--- src/rtl/pal_pkg.sv ---
package pal_pkg;

   typedef enum logic {
      MC_MODE_COMB = 1'b0,
      MC_MODE_REG  = 1'b1
   } mc_mode_e;

   // Position of an AND-array bit in the configuration stream.
   function automatic int and_slot(input int term, input int col, input int n_col);
      return term * n_col + col;
   endfunction

   // Position of a macrocell mode bit in the configuration stream.
   function automatic int mode_slot(input int mc, input int and_bits);
      return and_bits + 2 * mc;
   endfunction

   // Position of a macrocell enable bit in the configuration stream.
   function automatic int enable_slot(input int mc, input int and_bits);
      return and_bits + 2 * mc + 1;
   endfunction

endpackage

--- src/rtl/pal_cfg_chain.sv ---
module pal_cfg_chain #(
   parameter int LEN        = 264,
   parameter bit CFG_RETAIN = 1'b0
) (
   input  logic           clk,
   input  logic           rst,
   input  logic           shift_en,
   input  logic           din,
   output logic [LEN-1:0] bits
);

   generate
      if (LEN < 2) begin : g_bad_len
         $error("pal_cfg_chain: LEN must be at least 2");
      end

      if (CFG_RETAIN) begin : g_keep
         always_ff @(posedge clk) begin
            if (shift_en) bits <= {bits[LEN-2:0], din};
         end
      end else begin : g_clear
         always_ff @(posedge clk) begin
            if (rst)           bits <= '0;
            else if (shift_en) bits <= {bits[LEN-2:0], din};
         end
      end
   endgenerate

   AST_CHAIN_TAKES_BIT: assert property (@(posedge clk) disable iff (rst)
      ($past(shift_en) && !$past(rst)) |-> (bits[0] == $past(din)))
      else $error("chain did not take serial bit");

   AST_CHAIN_HOLDS: assert property (@(posedge clk) disable iff (rst)
      (!$past(shift_en) && !$past(rst)) |-> $stable(bits))
      else $error("chain moved without shift enable");

endmodule

--- src/rtl/pal_and_plane.sv ---
module pal_and_plane #(
   parameter int N_SIG  = 8,
   parameter int N_TERM = 16
) (
   input  logic                         clk,
   input  logic                         rst,
   input  logic [N_SIG-1:0]             sig,
   input  logic [N_TERM*2*N_SIG-1:0]    fuse,
   output logic [N_TERM-1:0]            term
);

   localparam int N_COL = 2 * N_SIG;

   logic [N_COL-1:0] lit;

   generate
      if (N_SIG < 1 || N_TERM < 1) begin : g_bad_size
         $error("pal_and_plane: sizes must be positive");
      end

      for (genvar s = 0; s < N_SIG; s++) begin : g_lit
         assign lit[2*s]   = sig[s];
         assign lit[2*s+1] = ~sig[s];
      end

      for (genvar p = 0; p < N_TERM; p++) begin : g_term
         logic [N_COL-1:0] mask;
         assign mask    = fuse[p*N_COL +: N_COL];
         assign term[p] = (|mask) & (&(lit | ~mask));

         AST_EMPTY_TERM_ZERO: assert property (@(posedge clk) disable iff (rst)
            (mask == '0) |-> !term[p])
            else $error("empty product term is high");
      end
   endgenerate

endmodule

--- src/rtl/pal_macrocell.sv ---
module pal_macrocell #(
   parameter int N_PT = 4
) (
   input  logic            clk,
   input  logic            rst,
   input  logic            loading,
   input  logic [N_PT-1:0] terms,
   input  pal_pkg::mc_mode_e mode,
   input  logic            enable,
   output logic            pad,
   output logic            oe,
   output logic            fb
);

   logic sum;
   logic q;

   generate
      if (N_PT < 1) begin : g_bad_pt
         $error("pal_macrocell: N_PT must be positive");
      end

      if (N_PT == 1) begin : g_single
         assign sum = terms[0];
      end else begin : g_multi
         assign sum = |terms;
      end
   endgenerate

   always_ff @(posedge clk) begin
      if (rst || loading) q <= 1'b0;
      else                q <= sum;
   end

   always_comb begin
      pad = 1'b0;
      if (!loading && enable) begin
         pad = (mode == pal_pkg::MC_MODE_REG) ? q : sum;
      end
   end

   assign oe = enable & ~loading;
   assign fb = q;

   AST_FF_FOLLOWS_SUM: assert property (@(posedge clk) disable iff (rst)
      (!$past(rst) && !$past(loading)) |-> (fb == $past(sum)))
      else $error("flip-flop missed its sum");

   AST_FF_CLEARED_BY_LOAD: assert property (@(posedge clk) disable iff (rst)
      $past(loading) |-> !fb)
      else $error("flip-flop not cleared by loading");

   AST_OFF_PAD_LOW: assert property (@(posedge clk) disable iff (rst)
      !oe |-> !pad)
      else $error("disabled pad not low");

   AST_LOAD_QUIET: assert property (@(posedge clk) disable iff (rst)
      loading |-> (!oe && !pad))
      else $error("output active while loading");

endmodule

--- src/rtl/pal_device.sv ---
module pal_device #(
   parameter int N_IN       = 4,
   parameter int N_MC       = 4,
   parameter int PT_PER_MC  = 4,
   parameter bit CFG_RETAIN = 1'b0
) (
   input  logic            clk,
   input  logic            rst,
   input  logic            cfg_en,
   input  logic            cfg_din,
   input  logic [N_IN-1:0] in_pins,
   output logic [N_MC-1:0] pad_out,
   output logic [N_MC-1:0] oe
);

   localparam int N_SIG    = N_IN + N_MC;
   localparam int N_COL    = 2 * N_SIG;
   localparam int N_TERM   = N_MC * PT_PER_MC;
   localparam int AND_BITS = N_TERM * N_COL;
   localparam int CFG_LEN  = AND_BITS + 2 * N_MC;

   logic [CFG_LEN-1:0]  chain;
   logic [AND_BITS-1:0] fuse;
   logic [N_TERM-1:0]   term;
   logic [N_MC-1:0]     fb_q;
   logic [N_SIG-1:0]    sig;

   generate
      if (N_IN < 1 || N_MC < 1 || PT_PER_MC < 1) begin : g_bad_param
         $error("pal_device: all size parameters must be positive");
      end
   endgenerate

   pal_cfg_chain #(
      .LEN        (CFG_LEN),
      .CFG_RETAIN (CFG_RETAIN)
   ) u_chain (
      .clk      (clk),
      .rst      (rst),
      .shift_en (cfg_en),
      .din      (cfg_din),
      .bits     (chain)
   );

   // Stream bit k ends up at chain[CFG_LEN-1-k].
   generate
      for (genvar p = 0; p < N_TERM; p++) begin : g_fuse_row
         for (genvar c = 0; c < N_COL; c++) begin : g_fuse_col
            assign fuse[p*N_COL + c] =
               chain[CFG_LEN-1-pal_pkg::and_slot(p, c, N_COL)];
         end
      end
   endgenerate

   assign sig = {fb_q, in_pins};

   pal_and_plane #(
      .N_SIG  (N_SIG),
      .N_TERM (N_TERM)
   ) u_and (
      .clk  (clk),
      .rst  (rst),
      .sig  (sig),
      .fuse (fuse),
      .term (term)
   );

   generate
      for (genvar m = 0; m < N_MC; m++) begin : g_mc
         pal_pkg::mc_mode_e mode;
         logic              en;
         assign mode = pal_pkg::mc_mode_e'(chain[CFG_LEN-1-pal_pkg::mode_slot(m, AND_BITS)]);
         assign en   = chain[CFG_LEN-1-pal_pkg::enable_slot(m, AND_BITS)];

         pal_macrocell #(
            .N_PT (PT_PER_MC)
         ) u_mc (
            .clk     (clk),
            .rst     (rst),
            .loading (cfg_en),
            .terms   (term[m*PT_PER_MC +: PT_PER_MC]),
            .mode    (mode),
            .enable  (en),
            .pad     (pad_out[m]),
            .oe      (oe[m]),
            .fb      (fb_q[m])
         );
      end
   endgenerate

   AST_RESET_QUIET: assert property (@(posedge clk)
      ($past(rst) && !CFG_RETAIN && !cfg_en) |-> ((pad_out == '0) && (oe == '0)))
      else $error("outputs active right after reset");

endmodule

--- config.mk ---
export PLATFORM = sky130hd
export DESIGN_NAME = pal_device
export DESIGN_NICKNAME = d
export VERILOG_FILES = /design/src/rtl/pal_pkg.sv /design/src/rtl/pal_cfg_chain.sv /design/src/rtl/pal_and_plane.sv /design/src/rtl/pal_macrocell.sv /design/src/rtl/pal_device.sv
export SDC_FILE = /design/constraint.sdc
export NUM_CORES = 1
export LEC_CHECK = 0
export BUFFER_PORTS_ARGS = -buffer_cell sky130_fd_sc_hd__buf_2
export CELL_PAD_IN_SITES_DETAIL_PLACEMENT = 1
export CELL_PAD_IN_SITES_GLOBAL_PLACEMENT = 2
export CORE_MARGIN = 4
export CORE_UTILIZATION = 42
export CTS_CLUSTER_SIZE = 20
export DETAILED_ROUTE_END_ITERATION = 7
export PLACE_DENSITY = 0.78
export SLEW_MARGIN = 15
export SYNTH_ARGS = -nofsm -noshare
export SYNTH_HDL_FRONTEND = slang
export SYNTH_SLANG_ARGS = --single-unit
--- constraint.sdc ---
create_clock -name clk -period 2.1 [get_ports clk]
set_input_delay 0.42 -clock clk [delete_from_list [all_inputs] [get_ports clk]]
set_output_delay 0.42 -clock clk [all_outputs]
set_load 0.005 [all_outputs]
==> impl_metrics.py <==
metrics = {
    "grt": {
        "grt_pass1_wl_mm": 47.1,
        "antenna_found_initial": 0,
        "gr-total-overflow": 0,
        "grt_pass1_vias": 8871,
        "grt_max_degree": 99,
        "grt_usage": 0.182,
    },
    "sta": {
        "fin_skew_ns": 0.00707,
        "hold_violations": 0,
        "rsz0062_at_grt": "yes",
        "tightest_slew_ns": 0.744,
        "final-setup-viol-count": 4,
        "maxSlewViolCount": 0,
        "post-route-period-util": 1.23,
        "min_period_ns": 2.59,
        "slew-limit-headroom": 0.504,
        "fmax_ghz": 0.386,
        "worst_slack_ns": -0.493,
    },
    "cts": {
        "root_buffer": "clkbuf_16",
        "cts_tree": "done",
        "cts_buffers": 30,
        "cts.clk_slew.worst_paths_ns": 0.06,
        "clockBufferDepth": 3,
        "cts_num_sinks": 268,
        "insertion_delay_ns": 0.54,
        "htree_levels": 1,
    },
    "floorplan": {
        "die_width_um": 176,
        "num_io_pins": 16,
        "start_util": 0.426,
        "rows": 61,
        "dieHeight_um": 176,
        "core_area_um2": 27900,
        "die_area_um2": 31000,
    },
    "power": {
        "p_leak_nw": 6.00,
        "finalPower_mw": 11.0,
        "power.density_nw_per_um2": 784,
        "max-vdd-ir-drop_mv": 0.540,
    },
    "finish": {
        "num_antenna_cells": 0,
        "finalNetCount": 1222,
        "areaGrowthSynthToFinish_pct": 18.4,
        "fin_cells": 1614,
        "layout-drive-gt1-share": 0.162,
    },
    "placement": {
        "placement.io_buffers": 15,
        "hpwlAfterDp_mm": 17.8,
        "gp_congestion": 0.755,
        "numPlacedInstances": 1554,
    },
    "yosys": {
        "syn_avg_cell_area_um2": 10.2,
        "synth_area_um2": 11900,
        "yosysWarnings": 0,
        "yosysUniqueCellTypes": 20,
        "syn_inst": 1160,
        "syn_nets": 1168,
        "ys_seq_elements": 268,
        "ys_seq_area_frac": 0.452,
    },
    "drt": {
        "via_per_inst": 5.28,
        "first_iter_violations": 348,
        "antenna_left": 0,
        "wl_per_cell_um": 17.7,
        "drc": 0,
        "drtPass1Iterations": 4,
        "num_vias": 8522,
        "drt-total-wl_mm": 28.5,
    },
    "setup_path": {
        "worst_setup_path_start_kind": "flip-flop",
        "worstSetupPathType": "flip-flop to output pin",
        "critPathArrivalTime_ns": 2.17,
        "slowest_delay_ns": 0.42,
        "worstSetupEndpointType": "output pin",
        "critPathMaxFanout": 7,
        "path_cells": "buf_12, mux2i_1, nand4_1, nor3_2, nor4_4, a21oi_2, buf_2",
        "critPathRequiredTime_ns": 1.68,
        "slowest_stage": "dfxtp_4",
    },
    "job": {
        "maxCapViolations": 0,
    },
    "min_path": {
        "hold_class": "primary input to flip-flop",
    },
    "status": {
        "outcome": "complete, but fails checks",
        "violations": "negative setup slack",
    },
}
## synthesized netlist by cell type (all sizes together)
cell type	number	area, um^2
buf	53	475
dfxtp	268	5370
nor2b	4	25.0
clkbuf	31	116
nor2	264	991
nor3	20	155
a21oi	8	43.8
o21ai	4	20.0
mux2i	388	3880
nand4	32	200
nor4	68	450
inv	4	15.0
and4	16	140
## layout by cell type, fill, tap and decap left out, types with 2 or more instances in the layout
cell type  instances
buf_2             13
mux2i_4            3
nand4_1           32
a21oi_2            2
nor4_4             3
clkinv_2           5
clkbuf_16         31
nor2b_1            4
nor3_1             3
nor2_1           264
o21ai_0            4
inv_1              4
clkbuf_1           6
dfxtp_4            4
dfxtp_1          263
nor4_2            15
and4_1            16
nor3_2            14
buf_8              3
nor4_1            50
buf_12            17
buf_4             70
bufinv_16          4
nor3_4             3
clkbuf_8           8
mux2i_1          384
a21oi_1            6
## metal layers
layer	vias up	wire length, um	track usage
met5	-	0	0
li1	4235	-	-
met1	4178	14100	0.257
met3	38	687	0.0244
met4	0	434	0.0416
met2	71	13200	0.300
## state kept, by name, summed over array words and instances, names as in the netlist
| register | cells |
|---|---|
| g_mc.u_mc.fb | 4 |
| u_chain.bits | 264 |
## worst paths after layout
| path | endpoint | slack [ns] | from | cells after the start |
|---|---|---|---|---|
| worst max-delay path | pad_out[0] | -0.49 | g_mc[0].u_mc.fb | 7 |
| worst min-delay path | u_chain.bits[0] | 0.14 | cfg_din | 3 |
| worst min register to register | u_chain.bits[7] | 0.49 | u_chain.bits[6] | 2 |
| worst max register to register | g_mc[3].u_mc.fb | 0.29 | g_mc[2].u_mc.fb | 8 |
## metrics by stage
stage	util	setup TNS (ns)	cell area [um^2]	hold slack [ns]	worst slack (ns)
2_1_floorplan	-	0	11900	0.456	0.213
4_1_cts	0.502	-1.91	14000	0.109	-0.493
5_1_grt	0.505	-2.33	14100	0.142	-0.616
3_3_place_gp	0.455	-0.595	12700	0.471	-0.311
3_5_place_dp	0.455	-0.637	12700	0.475	-0.320
6_report	0.505	-1.82	14100	0.135	-0.493
## power breakdown
group	switching (mW)	internal (mW)	total [mW]
Combinational	0.275	0.186	0.461
Sequential	0.00128	5.08	5.08
Clock	2.06	3.42	5.48
Total	2.34	8.68	11.0
## critical path, delay by kind of cell, from the launching register on
family,cells,cell delay [ns]
DFF,1,0.42
AOI/OAI and AO/OA,1,0.16
muxes,1,0.23
and+or+nand+nor,3,0.52
buffers and inverters,2,0.31
## cell families after synthesis
| logic type | Yosys count | share of synthesized area |
|---|---|---|
| flops | 268 | 0.452 |
| mux | 388 | 0.327 |
| simple gates | 404 | 0.165 |
| buf+inv | 88 | 0.0511 |
| compound gates | 12 | 0.00537 |
## final cells by class
type | instances | area [um^2]
Fill cell | 3043 | 13800
Timing Repair Buffer | 106 | 1030
Multi-Input combinational cell | 804 | 6120
Tap cell | 378 | 473
Clock inverter | 10 | 153
Inverter | 4 | 15.0
Clock buffer | 44 | 895
Sequential cell | 268 | 5380
## what timing repair did
item | 4_1_cts | 5_1_grt
gates cloned | 2 | 0
buffers inserted | 4 | 1
endpoints found under the setup margin | 4 | 4
hold buffers | 0 | 0
resized for setup | 37 | 16
pin swaps | 27 | 7
No activity file was read; power rests on OpenSTA's default activity.
